### src/rtl/fcd_pkg.sv
package fcd_pkg;
  localparam int CH_COUNT   = 8;
  localparam int DIV_BITS   = 18;
  localparam int REG_BITS   = 32;
  localparam int BYTE_ADDR  = 6;
  localparam int ACC_STEP   = 64;
  localparam int MASTER_POS = 31;
  localparam int unsigned DIV_INIT = 32'h0003_FFC0;
endpackage

### src/rtl/fcd_regfile.sv
module fcd_regfile
  import fcd_pkg::*;
#(
  parameter int NCH        = CH_COUNT,
  parameter int DIV_W      = DIV_BITS,
  parameter int ADDR_W     = BYTE_ADDR,
  parameter int DATA_W     = REG_BITS,
  parameter int MBIT       = MASTER_POS,
  parameter int unsigned RST_DIV = DIV_INIT
) (
  input  logic                    clk,
  input  logic                    rst_n,
  input  logic [ADDR_W-1:0]       addr,
  input  logic [DATA_W-1:0]       wdata,
  input  logic                    we,
  output logic [DATA_W-1:0]       rdata,
  output logic [NCH*DIV_W-1:0]    div_flat,
  output logic [NCH-1:0]          chan_en,
  output logic                    master_en
);
  localparam int WORD_W   = ADDR_W - 2;
  localparam int CFG_WORD = NCH;

  logic [WORD_W-1:0]            word;
  logic [NCH-1:0][DIV_W-1:0]    div_q;
  logic [NCH-1:0]               en_q;
  logic                         master_q;
  logic [DATA_W-1:0]            rd_next;
  logic                         unused_bits;

  assign word        = addr[ADDR_W-1:2];
  assign unused_bits = ^{addr[1:0], wdata[MBIT-1:DIV_W]};

  always_ff @(posedge clk) begin
    if (!rst_n) begin
      for (int i = 0; i < NCH; i++) div_q[i] <= DIV_W'(RST_DIV);
    end else if (we) begin
      for (int i = 0; i < NCH; i++)
        if (word == WORD_W'(i)) div_q[i] <= wdata[DIV_W-1:0];
    end
  end

  always_ff @(posedge clk) begin
    if (!rst_n) begin
      en_q     <= '0;
      master_q <= 1'b0;
    end else if (we && word == WORD_W'(CFG_WORD)) begin
      en_q     <= wdata[NCH-1:0];
      master_q <= wdata[MBIT];
    end
  end

  always_comb begin
    rd_next = '0;
    for (int i = 0; i < NCH; i++)
      if (word == WORD_W'(i)) rd_next[DIV_W-1:0] = div_q[i];
    if (word == WORD_W'(CFG_WORD)) begin
      rd_next[NCH-1:0] = en_q;
      rd_next[MBIT]    = master_q;
    end
  end

  always_ff @(posedge clk) begin
    if (!rst_n) rdata <= '0;
    else        rdata <= rd_next;
  end

  generate
    for (genvar g = 0; g < NCH; g++) begin : g_flat
      assign div_flat[g*DIV_W +: DIV_W] = div_q[g];
    end
  endgenerate

  assign chan_en   = en_q;
  assign master_en = master_q;

  AST_UNMAPPED_READ_ZERO: assert property (@(posedge clk) disable iff (!rst_n)
    ($past(word) > WORD_W'(CFG_WORD)) |-> (rdata == '0));
  AST_CFG_WRITE_LANDS: assert property (@(posedge clk) disable iff (!rst_n)
    ($past(we) && $past(word) == WORD_W'(CFG_WORD)) |-> (master_en == $past(wdata[MBIT])));
endmodule

### src/rtl/fcd_channel.sv
module fcd_channel
  import fcd_pkg::*;
#(
  parameter int DIV_W  = DIV_BITS,
  parameter int STEP   = ACC_STEP,
  parameter int unsigned RST_DIV = DIV_INIT
) (
  input  logic             clk,
  input  logic             rst_n,
  input  logic             run,
  input  logic [DIV_W-1:0] div_cfg,
  output logic             phase_o,
  output logic             tick_o
);
  localparam int ACC_W = DIV_W + 1;

  logic [ACC_W-1:0] acc_q;
  logic [DIV_W-1:0] act_q;
  logic             phase_q;
  logic             tick_q;
  logic [ACC_W-1:0] sum;
  logic             wrap;
  logic             bypass;

  assign sum    = acc_q + ACC_W'(STEP);
  assign wrap   = (sum >= {1'b0, act_q});
  assign bypass = (act_q == '0);

  always_ff @(posedge clk) begin
    if (!rst_n) begin
      acc_q   <= '0;
      act_q   <= DIV_W'(RST_DIV);
      phase_q <= 1'b0;
      tick_q  <= 1'b0;
    end else if (!run) begin
      acc_q   <= '0;
      act_q   <= div_cfg;
      phase_q <= 1'b0;
      tick_q  <= 1'b0;
    end else if (bypass) begin
      acc_q   <= '0;
      act_q   <= div_cfg;
      phase_q <= ~phase_q;
      tick_q  <= 1'b1;
    end else if (wrap) begin
      acc_q   <= sum - {1'b0, act_q};
      act_q   <= div_cfg;
      phase_q <= ~phase_q;
      tick_q  <= ~phase_q;
    end else begin
      acc_q   <= sum;
      tick_q  <= 1'b0;
    end
  end

  assign phase_o = phase_q;
  assign tick_o  = tick_q;

  AST_IDLE_CLEAR: assert property (@(posedge clk) disable iff (!rst_n)
    !run |=> (!phase_q && !tick_q && acc_q == '0));
  AST_BYPASS_TICK: assert property (@(posedge clk) disable iff (!rst_n)
    (run && act_q == '0) |=> tick_q);
  AST_DIV_SWAP_AT_EDGE: assert property (@(posedge clk) disable iff (!rst_n)
    ($past(run) && $past(act_q) != '0 && act_q != $past(act_q)) |-> (phase_q != $past(phase_q)));
  AST_TICK_ON_RISE: assert property (@(posedge clk) disable iff (!rst_n)
    (tick_q && $past(run) && $past(act_q) != '0) |-> (phase_q && !$past(phase_q)));
endmodule

### src/rtl/frac_clk_bank.sv
module frac_clk_bank
  import fcd_pkg::*;
#(
  parameter int NCH    = CH_COUNT,
  parameter int DIV_W  = DIV_BITS,
  parameter int ADDR_W = BYTE_ADDR,
  parameter int DATA_W = REG_BITS
) (
  input  logic              clk,
  input  logic              rst_n,
  input  logic [ADDR_W-1:0] reg_addr,
  input  logic [DATA_W-1:0] reg_wdata,
  input  logic              reg_we,
  output logic [DATA_W-1:0] reg_rdata,
  output logic [NCH-1:0]    chan_phase,
  output logic [NCH-1:0]    chan_tick
);
  logic [NCH*DIV_W-1:0] div_flat;
  logic [NCH-1:0]       chan_en;
  logic                 master_en;

  fcd_regfile #(
    .NCH(NCH), .DIV_W(DIV_W), .ADDR_W(ADDR_W), .DATA_W(DATA_W),
    .MBIT(DATA_W-1), .RST_DIV(DIV_INIT)
  ) u_regs (
    .clk(clk), .rst_n(rst_n), .addr(reg_addr), .wdata(reg_wdata), .we(reg_we),
    .rdata(reg_rdata), .div_flat(div_flat), .chan_en(chan_en), .master_en(master_en)
  );

  generate
    for (genvar g = 0; g < NCH; g++) begin : g_chan
      fcd_channel #(.DIV_W(DIV_W), .STEP(ACC_STEP), .RST_DIV(DIV_INIT)) u_ch (
        .clk(clk), .rst_n(rst_n),
        .run(master_en && chan_en[g]),
        .div_cfg(div_flat[g*DIV_W +: DIV_W]),
        .phase_o(chan_phase[g]),
        .tick_o(chan_tick[g])
      );
    end
  endgenerate

  AST_MASTER_GATE: assert property (@(posedge clk) disable iff (!rst_n)
    !master_en |=> (chan_phase == '0 && chan_tick == '0));
endmodule

### config.mk
export PLATFORM = sky130hd
export DESIGN_NAME = frac_clk_bank
export DESIGN_NICKNAME = d
export VERILOG_FILES = /design/src/rtl/fcd_pkg.sv /design/src/rtl/fcd_regfile.sv /design/src/rtl/fcd_channel.sv /design/src/rtl/frac_clk_bank.sv
export SDC_FILE = /design/constraint.sdc
export NUM_CORES = 1
export LEC_CHECK = 0
export BUFFER_PORTS_ARGS = -buffer_cell sky130_fd_sc_hd__clkbuf_2
export CAP_MARGIN = 40
export CORE_ASPECT_RATIO = 1.25
export CORE_UTILIZATION = 55
export CTS_CLUSTER_SIZE = 12
export DETAILED_ROUTE_END_ITERATION = 16
export HOLD_SLACK_MARGIN = 0.06
export PLACE_DENSITY = 0.72
export SETUP_SLACK_MARGIN = 0.5
export SLEW_MARGIN = 20
export SYNTH_ARGS = -nofsm -noshare
export SYNTH_HDL_FRONTEND = slang
export SYNTH_SLANG_ARGS = --single-unit
### constraint.sdc
create_clock -name clk -period 9.6 [get_ports clk]
set_input_delay 1.44 -clock clk [delete_from_list [all_inputs] [get_ports clk]]
set_output_delay 1.44 -clock clk [all_outputs]
set_load 0.02 [all_outputs]
==> results_dict.tcl <==
set metrics [dict create \
    status "finished, final reports clean" \
    slowest_stage "or3_1" \
    ioPinCount 89 \
    tritoncts_num_sinks 484 \
    drt-total-wl_um 73900 \
    post_drt_wl_per_cell_um 17.9 \
    yosysTopAreaCell "dfxtp_1" \
    worstPathCellList "ha_1 > nand2_1 > nor2_1 > nand2_1 > xnor2_1 > ha_1 > and2_1 > a221oi_2 > o21ai_1 > a211o_1 > o21bai_2 > buf_4 > or3_1 > buf_8 > nand2_1 > o211ai_1" \
    overflow 0 \
    start_util_pct 55.9 \
    post-cts-setup-buffers 0 \
    total_power_mw 4.30 \
    viasPerCell 5.86 \
    drtIter0Drc 1767 \
    synth_edf_count 0 \
    finalSetupViolCount 0 \
    crit_buf_inv 2 \
    clk_latency_ns 0.60 \
    critical_path.top_delay_family "simple AND/OR/NAND/NOR gates" \
    fin_setup_tns_ns 0 \
    synth.area.top_cells "dfxtp_1 (35%), nand2_1 (8.0%), ha_1 (6.8%)" \
    critPathCaptureType "flip-flop" \
    cts_max_path_buffers 3 \
    grt_setup_unrepaired "false" \
    relSlewSlack_pct 38.0 \
    io_buffers 60 \
    final_max_slew_viol_count 0 \
    hold_buffers 0 \
    cts_root_buf "clkbuf_16" \
    max_freq_ghz 0.251 \
    cts_resized 0 \
    arrival_ns 4.45 \
    grt_start_max_net_pins 171 \
    finalWorstPathRequiredPeriod_ns 3.99 \
    clk_pin_slew_worst_paths_ns 0.06 \
    core_sq_um 49600 \
    dpl-instance-area_sq_um 28200 \
    cp_common_cell "nand2_1" \
    area.growth.synth_to_final_pct 8.25 \
    cp.required_ns 10.07 \
    yosys_warnings 0 \
    mostFrequentLayoutCells "nand2_1 (590), dfxtp_1 (484), nor2_1 (258)" \
    stdcell_area_sq_um 30100 \
    ant_nets 0 \
    synth-seq-area-share_pct 34.9 \
    crit_type "reg -> reg" \
    synthesis.instances 3482 \
    vias 24200 \
    dieArea_sq_um 51400 \
    h-tree-depth 2 \
    die_h_um 253 \
    num_rows 91 \
    powerDensity_nw_per_um2 143 \
    max-cap-violations 0 \
    final_common_cell "nand2_1" \
    grt_pass1_vias 23000 \
    nFillCells 4512 \
    hold_class "reg -> reg" \
    final_hold_viol_count 0 \
    drt_first_pass_iters 5 \
    grt_pass1_wl_um 118000 \
    final.period_utilization_pct 41.5 \
    ys.flop_type "dfxtp_1" \
    grt_usage_pct 28.3 \
    synthDominantCellAreaShare_pct 34.9 \
    drc 0 \
    async_flop_share_pct 0 \
    critPathLaunchType "flip-flop" \
    synth_cell_types 91 \
    tightest_slew_ns 0.930 \
    dp_hpwl_um 54500 \
    synth_area_per_cell_sq_um 7.97 \
    ir_drop_mv 0.146 \
    fin_nets 3640 \
    dieWidth_um 203 \
    synth_seq_cells 484 \
    dp.cells 4031 \
    slowest_delay_ns 0.45 \
    syn_area_sq_um 27800 \
    tritoncts "done" \
    final_cell_count_no_fill 4129 \
    power_leakage_nw 13.1 \
    clock_skew_ns 0.0149 \
    antenna_found_initial 7 \
    gp_congestion 0.927 \
    cp_max_fo 31 \
    cts_buffers 51 \
    drive_gt1_share_pct 6.48 \
]
-- final timing paths --
kind | startpoint | endpoint | slack [ns] | cells past startpoint
hold reg to reg | g_chan[3].u_ch.act_q[4] | g_chan[3].u_ch.act_q[4] | 0.46 | 2
hold / removal | g_chan[3].u_ch.act_q[4] | g_chan[3].u_ch.act_q[4] | 0.46 | 2
setup reg to reg | g_chan[5].u_ch.acc_q[6] | g_chan[5].u_ch.act_q[10] | 5.61 | 16
setup / recovery | g_chan[5].u_ch.acc_q[6] | g_chan[5].u_ch.act_q[10] | 5.61 | 16
-- through the flow --
stage / setup slack, ns / utilization (%) / hold slack (ns)
after global placement: 5.24 / 56.5 / 0.444
after detailed placement: 5.21 / 56.9 / 0.447
after floorplan: 6.40 / - / 0.428
final: 5.61 / 60.5 / 0.456
after global routing: 5.33 / 60.5 / 0.478
after CTS: 5.33 / 60.3 / 0.459
-- flip-flops by register name, summed over array words and instances, names as in the netlist --
signal / count
u_regs.master_en: 1
u_regs.div_flat: 144
u_regs.chan_en: 8
g_chan.u_ch.acc_q: 152
g_chan.u_ch.phase_o: 8
g_chan.u_ch.act_q: 144
g_chan.u_ch.tick_o: 8
u_regs.rdata: 19
-- area by class of cell --
type	count	area (sq um)	share of cell area, %
well taps	651	815	2.71
repair buffers	90	648	2.16
multi-input cells	2601	16400	54.5
diodes	5	12.5	0.0416
clock inverters	8	165	0.549
flip-flops and latches	484	9690	32.2
clock buffers	79	1550	5.17
inverters	211	792	2.64
-- routing by layer --
| layer | up-vias | GRT usage [%] | routed length, um |
|---|---|---|---|
| li1 | 12000 | - | - |
| met4 | 4 | 14.8 | 3630 |
| met2 | 669 | 47.6 | 34800 |
| met3 | 161 | 4.17 | 4630 |
| met5 | - | 0 | 22 |
| met1 | 11400 | 34.9 | 30800 |
-- cells in the mapped netlist (81+ instances only) --
cell type / number
a21boi_0: 81
a21oi_1: 173
clkbuf_1: 96
dfxtp_1: 484
ha_1: 152
inv_1: 210
mux2i_1: 128
nand2_1: 590
nand3_1: 230
nor2_1: 259
o21ai_0: 134
xnor2_1: 134
-- power breakdown --
group	switching [mW]	internal [mW]	leakage, nW	total, mW
combinational	0.134	0.0623	8.38	0.196
sequential	0.0205	2.03	3.92	2.05
clock	0.817	1.24	0.844	2.05
total	0.971	3.33	13.1	4.30
-- worst register-to-register path, cell delays in order, from the launching register on --
cell,delay (ns)
dfxtp_1,0.43
ha_1,0.27
nand2_1,0.10
nor2_1,0.17
nand2_1,0.10
xnor2_1,0.24
ha_1,0.34
and2_1,0.22
a221oi_2,0.28
o21ai_1,0.11
a211o_1,0.29
o21bai_2,0.18
buf_4,0.26
or3_1,0.46
buf_8,0.19
nand2_1,0.10
o211ai_1,0.09
-- kinds of logic after synthesis --
family          count (synthesis)  synth area share (%)
flops                         484                  34.9
xor+xnor                      203                  6.40
simple gates                 1349                  22.1
mux                           133                  4.86
fa+ha+maj                     160                  7.43
buf+inv                       409                  6.42
other cells                     1                0.0135
compound gates                743                  17.8
Power figures use the tool's default switching activity.
